==> src/rtl/ddr2CmdPkg.sv <==
package ddr2CmdPkg;

  typedef enum logic [3:0] {
    CMD_NONE   = 4'd0,
    CMD_DESEL  = 4'd1,
    CMD_NOP    = 4'd2,
    CMD_MRS    = 4'd3,
    CMD_REF    = 4'd4,
    CMD_SRE    = 4'd5,
    CMD_SRX    = 4'd6,
    CMD_PDE    = 4'd7,
    CMD_PDX    = 4'd8,
    CMD_PRE    = 4'd9,
    CMD_PREALL = 4'd10,
    CMD_ACT    = 4'd11,
    CMD_WR     = 4'd12,
    CMD_WRA    = 4'd13,
    CMD_RD     = 4'd14,
    CMD_RDA    = 4'd15
  } cmdE;

  typedef enum logic [1:0] {
    PWR_NORM = 2'd0,
    PWR_PD   = 2'd1,
    PWR_SR   = 2'd2
  } pwrE;

  // strobes from control to field datapath
  typedef struct packed {
    logic loadBank;
    logic loadRow;
    logic loadCol;
  } fieldStrbT;

endpackage

==> src/rtl/ddr2CmdCtrl.sv <==
module ddr2CmdCtrl
  import ddr2CmdPkg::*;
#(
  parameter int BANK_W = 2
) (
  input  logic              clk,
  input  logic              rstN,
  input  logic              cke,
  input  logic              csN,
  input  logic              rasN,
  input  logic              casN,
  input  logic              weN,
  input  logic [BANK_W-1:0] ba,
  input  logic              a10,
  output cmdE               cmdQ,
  output logic              illegalQ,
  output pwrE               pwrQ,
  output fieldStrbT         strb
);

  localparam logic [BANK_W-1:0] MR_BAD = BANK_W'(3);

  logic      prevCke;
  cmdE       cmdNext;
  logic      illNext;
  pwrE       pwrNext;
  logic      idlePat;
  logic      refPat;

  assign idlePat = csN | (rasN & casN & weN);
  assign refPat  = ~csN & ~rasN & ~casN & weN;

  always_comb begin
    cmdNext = CMD_NONE;
    illNext = 1'b0;
    pwrNext = pwrQ;
    strb    = '0;
    unique case (pwrQ)
      PWR_NORM: begin
        if (prevCke && cke) begin
          if (csN) begin
            cmdNext = CMD_DESEL;
          end else begin
            unique case ({rasN, casN, weN})
              3'b000: begin
                if (ba == MR_BAD) illNext = 1'b1;
                else begin
                  cmdNext = CMD_MRS;
                  strb.loadBank = 1'b1;
                end
              end
              3'b001: cmdNext = CMD_REF;
              3'b010: begin
                if (a10) cmdNext = CMD_PREALL;
                else begin
                  cmdNext = CMD_PRE;
                  strb.loadBank = 1'b1;
                end
              end
              3'b011: begin
                cmdNext = CMD_ACT;
                strb.loadBank = 1'b1;
                strb.loadRow  = 1'b1;
              end
              3'b100, 3'b101: begin
                cmdNext = weN ? (a10 ? CMD_RDA : CMD_RD)
                              : (a10 ? CMD_WRA : CMD_WR);
                strb.loadBank = 1'b1;
                strb.loadCol  = 1'b1;
              end
              3'b110: illNext = 1'b1;
              default: cmdNext = CMD_NOP;
            endcase
          end
        end else if (prevCke && !cke) begin
          if (idlePat) begin
            cmdNext = CMD_PDE;
            pwrNext = PWR_PD;
          end else if (refPat) begin
            cmdNext = CMD_SRE;
            pwrNext = PWR_SR;
          end else begin
            illNext = 1'b1;
          end
        end
      end
      default: begin
        if (cke) begin
          if (idlePat) begin
            cmdNext = (pwrQ == PWR_SR) ? CMD_SRX : CMD_PDX;
            pwrNext = PWR_NORM;
          end else begin
            illNext = 1'b1;
          end
        end
      end
    endcase
  end

  always_ff @(posedge clk) begin
    if (!rstN) begin
      prevCke  <= 1'b0;
      cmdQ     <= CMD_NONE;
      illegalQ <= 1'b0;
      pwrQ     <= PWR_NORM;
    end else begin
      prevCke  <= cke;
      cmdQ     <= cmdNext;
      illegalQ <= illNext;
      pwrQ     <= pwrNext;
    end
  end

  AST_ILLEGAL_NO_CMD: assert property (@(posedge clk) disable iff (!rstN)
    illegalQ |-> cmdQ == CMD_NONE);
  AST_PD_ENTRY_STATE: assert property (@(posedge clk) disable iff (!rstN)
    cmdQ == CMD_PDE |-> pwrQ == PWR_PD);
  AST_SR_EXIT_ORIGIN: assert property (@(posedge clk) disable iff (!rstN)
    cmdQ == CMD_SRX |-> $past(pwrQ) == PWR_SR && pwrQ == PWR_NORM);
  AST_LOWPWR_QUIET: assert property (@(posedge clk) disable iff (!rstN)
    (pwrQ != PWR_NORM && $past(pwrQ) == pwrQ) |-> cmdQ == CMD_NONE);

endmodule

==> src/rtl/ddr2CmdFields.sv <==
module ddr2CmdFields
  import ddr2CmdPkg::*;
#(
  parameter int BANK_W = 2,
  parameter int ADDR_W = 14
) (
  input  logic              clk,
  input  logic              rstN,
  input  fieldStrbT         strb,
  input  logic [BANK_W-1:0] ba,
  input  logic [ADDR_W-1:0] addr,
  output logic [BANK_W-1:0] bankQ,
  output logic [ADDR_W-1:0] rowQ,
  output logic [ADDR_W-1:0] colQ
);

  localparam int AP_BIT = 10;
  localparam logic [ADDR_W-1:0] COL_MASK = ~(ADDR_W'(1) << AP_BIT);

  always_ff @(posedge clk) begin
    if (!rstN) begin
      bankQ <= '0;
      rowQ  <= '0;
      colQ  <= '0;
    end else begin
      bankQ <= strb.loadBank ? ba : '0;
      rowQ  <= strb.loadRow ? addr : '0;
      colQ  <= strb.loadCol ? (addr & COL_MASK) : '0;
    end
  end

  AST_COL_NO_AP_BIT: assert property (@(posedge clk) disable iff (!rstN)
    colQ[AP_BIT] == 1'b0);
  AST_ROW_ONLY_ON_LOAD: assert property (@(posedge clk) disable iff (!rstN)
    rowQ != '0 |-> $past(strb.loadRow));

endmodule

==> src/rtl/ddr2CmdTracker.sv <==
module ddr2CmdTracker
  import ddr2CmdPkg::*;
#(
  parameter int BANK_W = 2,
  parameter int ADDR_W = 14
) (
  input  logic              clk,
  input  logic              rstN,
  input  logic              cke,
  input  logic              csN,
  input  logic              rasN,
  input  logic              casN,
  input  logic              weN,
  input  logic [BANK_W-1:0] ba,
  input  logic [ADDR_W-1:0] addr,
  output logic [3:0]        cmdCode,
  output logic              illegalCmd,
  output logic [BANK_W-1:0] bankOut,
  output logic [ADDR_W-1:0] rowOut,
  output logic [ADDR_W-1:0] colOut,
  output logic [1:0]        pwrState
);

  cmdE       cmdQ;
  pwrE       pwrQ;
  fieldStrbT strb;

  ddr2CmdCtrl #(.BANK_W(BANK_W)) uCtrl (
    .clk(clk), .rstN(rstN), .cke(cke), .csN(csN), .rasN(rasN),
    .casN(casN), .weN(weN), .ba(ba), .a10(addr[10]),
    .cmdQ(cmdQ), .illegalQ(illegalCmd), .pwrQ(pwrQ), .strb(strb)
  );

  ddr2CmdFields #(.BANK_W(BANK_W), .ADDR_W(ADDR_W)) uFields (
    .clk(clk), .rstN(rstN), .strb(strb), .ba(ba), .addr(addr),
    .bankQ(bankOut), .rowQ(rowOut), .colQ(colOut)
  );

  assign cmdCode  = cmdQ;
  assign pwrState = pwrQ;

endmodule

==> config.mk <==
export PLATFORM = sky130hd
export DESIGN_NAME = ddr2CmdTracker
export DESIGN_NICKNAME = d
export VERILOG_FILES = /design/src/rtl/ddr2CmdPkg.sv /design/src/rtl/ddr2CmdCtrl.sv /design/src/rtl/ddr2CmdFields.sv /design/src/rtl/ddr2CmdTracker.sv
export SDC_FILE = /design/constraint.sdc
export NUM_CORES = 1
export LEC_CHECK = 0
export BUFFER_PORTS_ARGS = -buffer_cell sky130_fd_sc_hd__buf_2
export CORE_MARGIN = 2
export CORE_UTILIZATION = 49
export DETAILED_ROUTE_END_ITERATION = 8
export PLACE_DENSITY = 0.82
export SLEW_MARGIN = 20
export SYNTH_ARGS = -nofsm -noshare
export SYNTH_HDL_FRONTEND = slang
export SYNTH_SLANG_ARGS = --single-unit
==> constraint.sdc <==
create_clock -name clk -period 2.5 [get_ports clk]
set_input_delay 0.5 -clock clk [delete_from_list [all_inputs] [get_ports clk]]
set_output_delay 0.5 -clock clk [all_outputs]
set_load 0.03 [all_outputs]
==> flow_metrics.py <==
metrics = {
    "outcome": {
        "status": "finished, final reports clean",
    },
    "critical_path": {
        "crit_buf_inv": 2,
        "crit_path_max_fanout": 11,
        "crit_arrival_ns": 1.88,
        "cpLargestDelayFamily": "compound AO/OA/AOI/OAI gates",
        "worst_setup_path_end_kind": "flop",
        "path_cells": "buf_2 -> inv_1 -> ha_1 -> nor3_1 -> o21a_1 -> nor2_1 -> o311a_1",
        "cp-start-kind": "input pin",
        "critPathSlowestCell": "o311a_1",
        "slowest_delay_ns": 0.29,
        "crit_required_ns": 2.73,
        "worstSetupPathType": "input pin to flop",
    },
    "logic_synthesis": {
        "syn_inst": 135,
        "ys_seq_elements": 37,
        "syn_area_sq_um": 1384,
        "yosysWarnings": 0,
        "ys.flop_type": "dfxtp_1",
        "synth_cell_type_count": 41,
        "synth.avg_cell_area_sq_um": 10.25,
        "synth_nets": 162,
        "async_flop_share": 0,
        "yosysSeqAreaShare": 0.5353,
        "synth_edf_count": 0,
    },
    "clocking": {
        "clk_latency_ns": 0.33,
        "post_cts_buffers": 0,
        "cts_buffer_depth": 2,
        "cts_hold_buf": 0,
        "cts_tree": "built",
        "cts_resized": 0,
        "cts.clk_slew.worst_paths_ns": 0.11,
        "htreeDepth": 2,
        "numClockSinks": 37,
        "cts_buffers": 5,
        "cts.root.buffer_cell": "clkbuf_4",
    },
    "global_routing": {
        "grt_pass1_vias": 1087,
        "grt_overflow": 0,
        "grt_use_total": 0.1876,
        "grt_pass1_wl_um": 4657,
        "antenna_found_initial": 0,
        "grt_start_max_net_pins": 16,
    },
    "sta": {
        "finalSetupViolCount": 0,
        "hold_viol": 0,
        "clock_skew_ns": 0.004540,
        "max_freq_mhz": 605.5,
        "finalSetupTns_ns": 0,
        "rsz0062_at_grt": "no",
        "post-route-period-util": 0.6606,
        "period_minus_slack_ns": 1.651,
        "hold_ws_ns": 0.3670,
        "slew_violations": 0,
    },
    "drt": {
        "dr_wl_met2_um": 1406,
        "drt_iter0_drc": 26,
        "drtAntennaViolNets": 0,
        "totalWireLength_um": 2882,
        "drt-met1-wl_um": 1158,
        "top_layer": "met4",
        "vias": 1180,
        "remaining_drc_errors": 0,
        "drtPass1Iterations": 4,
        "wl_per_cell_um": 12.75,
        "dr_wl_met3_um": 243,
        "via_per_inst": 5.221,
    },
    "place": {
        "gp_congestion": 0.9171,
        "dp_cells": 218,
        "placed_area_sq_um": 1675,
        "numPortBuffers": 58,
        "detailed_place_hpwl_um": 2203,
    },
    "pwr": {
        "ir_drop_mv": 0.5343,
        "power.density_nw_per_um2": 573.9,
        "power.leakage_nw": 0.9135,
    },
    "floorplanning": {
        "die_h_um": 57.14,
        "initial_core_util": 0.5106,
        "die-area_sq_um": 3265,
        "ioPinCount": 60,
        "fp.coreArea_sq_um": 2710,
        "placementRows": 19,
        "fp.dieW_um": 57.14,
    },
    "flow_run": {
        "drv_cap": 0,
    },
    "layout": {
        "multi_input_area_sq_um": 583.1,
        "antenna_cells": 0,
        "drive_above_1_share": 0.3795,
        "design_area_sq_um": 1730,
        "regArea_sq_um": 740.7,
        "syn_to_final_growth_pct": 25.05,
        "final_net_count": 221,
        "fillers": 242,
        "finalCoreUtilization": 0.6385,
        "final_cell_count_no_fill": 226,
    },
    "min_path": {
        "hp-class": "input pin to flop",
    },
}
## final cells by class
cell class              instances  area share
multi-input cells              87      0.3369
clock buffers                   5     0.02169
well taps                      31     0.02242
flip-flops and latches         37      0.4281
repair buffers                 59      0.1721
clock inverters                 3     0.01012
inverters                       4    0.008677
## where the power goes
group          total (mW)  leakage (nW)  internal [mW]  switching [mW]
Combinational      0.0944         0.584         0.0379          0.0564
Sequential          0.598         0.299          0.594         0.00365
Clock               0.301        0.0310          0.106           0.195
Total               0.993         0.914          0.738           0.255
## kinds of logic (layout without fill, tap and decap cells)
logic type | Yosys count | in the layout | synth area share
other cells | 1 | 1 | 0.002710
fa+ha+maj | 4 | 4 | 0.03617
buf+inv | 11 | 71 | 0.04339
flops | 37 | 37 | 0.5353
compound gates | 23 | 23 | 0.1194
mux | 1 | 1 | 0.008137
simple gates | 58 | 58 | 0.2550
## worst paths after layout
check / from / to / slack, ns / depth (start not counted)
max: casN / uCtrl.cmdQ[2] / 0.85 / 7
min: addr[13] / uFields.rowQ[13] / 0.37 / 2
min reg2reg: uCtrl.prevCke / uCtrl.cmdQ[0] / 0.57 / 2
max reg2reg: uCtrl.pwrQ[1] / uFields.rowQ[5] / 0.95 / 4
## state kept, by name (all words and copies together) (netlist names)
register / flops
uFields.rowQ: 14
uFields.colQ: 13
uCtrl.cmdQ: 4
uCtrl.pwrQ: 2
uFields.bankQ: 2
uCtrl.illegalQ: 1
uCtrl.prevCke: 1
## per-stage QoR
step	setup slack [ns]	total power, mW
2_1_floorplan	0.7301	0.6690
3_3_place_gp	0.6419	0.7019
3_5_place_dp	0.4987	0.7049
4_1_cts	0.8630	0.9995
5_1_grt	0.8024	1.036
6_report	0.8486	0.9931
## worst register-to-register path: stages, from the launching register on
cell,delay [ns]
dfxtp_1,0.39
nor2_2,0.27
and4_4,0.35
and4_4,0.33
and2_1,0.15
## metal layers
metal,track usage,vias to the layer above
met5,0,-
met4,0.07641,0
met3,0.06576,10
met2,0.3333,54
met1,0.2023,530
li1,-,586
## synthesized netlist by cell type (all sizes together), types with 2 or more instances
| cell | instances | share of area |
|---|---|---|
| a211oi | 2 | 0.011 |
| a21boi | 3 | 0.016 |
| a21oi | 4 | 0.014 |
| and2 | 17 | 0.077 |
| and3 | 13 | 0.059 |
| and4 | 2 | 0.016 |
| buf | 6 | 0.030 |
| dfxtp | 37 | 0.54 |
| ha | 4 | 0.036 |
| inv | 4 | 0.011 |
| nand2 | 6 | 0.016 |
| nand2b | 2 | 0.014 |
| nand3 | 5 | 0.018 |
| nand4 | 2 | 0.0090 |
| nor2 | 5 | 0.015 |
| nor2b | 2 | 0.0090 |
| o21ai | 4 | 0.014 |
## layout by cell type (no fill, tap or decap), types with 2 or more instances in the layout
| cell type | n |
|---|---|
| nand3_1 | 5 |
| nand2_1 | 6 |
| and2_1 | 17 |
| ha_1 | 4 |
| clkbuf_4 | 5 |
| a21boi_0 | 2 |
| nor2_1 | 4 |
| inv_1 | 3 |
| buf_2 | 58 |
| and4_4 | 2 |
| and3_1 | 13 |
| a211oi_1 | 2 |
| clkinv_2 | 2 |
| nor2b_1 | 2 |
| a21oi_1 | 4 |
| o21ai_0 | 3 |
| nand4_1 | 2 |
| dfxtp_1 | 37 |
Note: power is estimated with default switching activity, not from simulation.
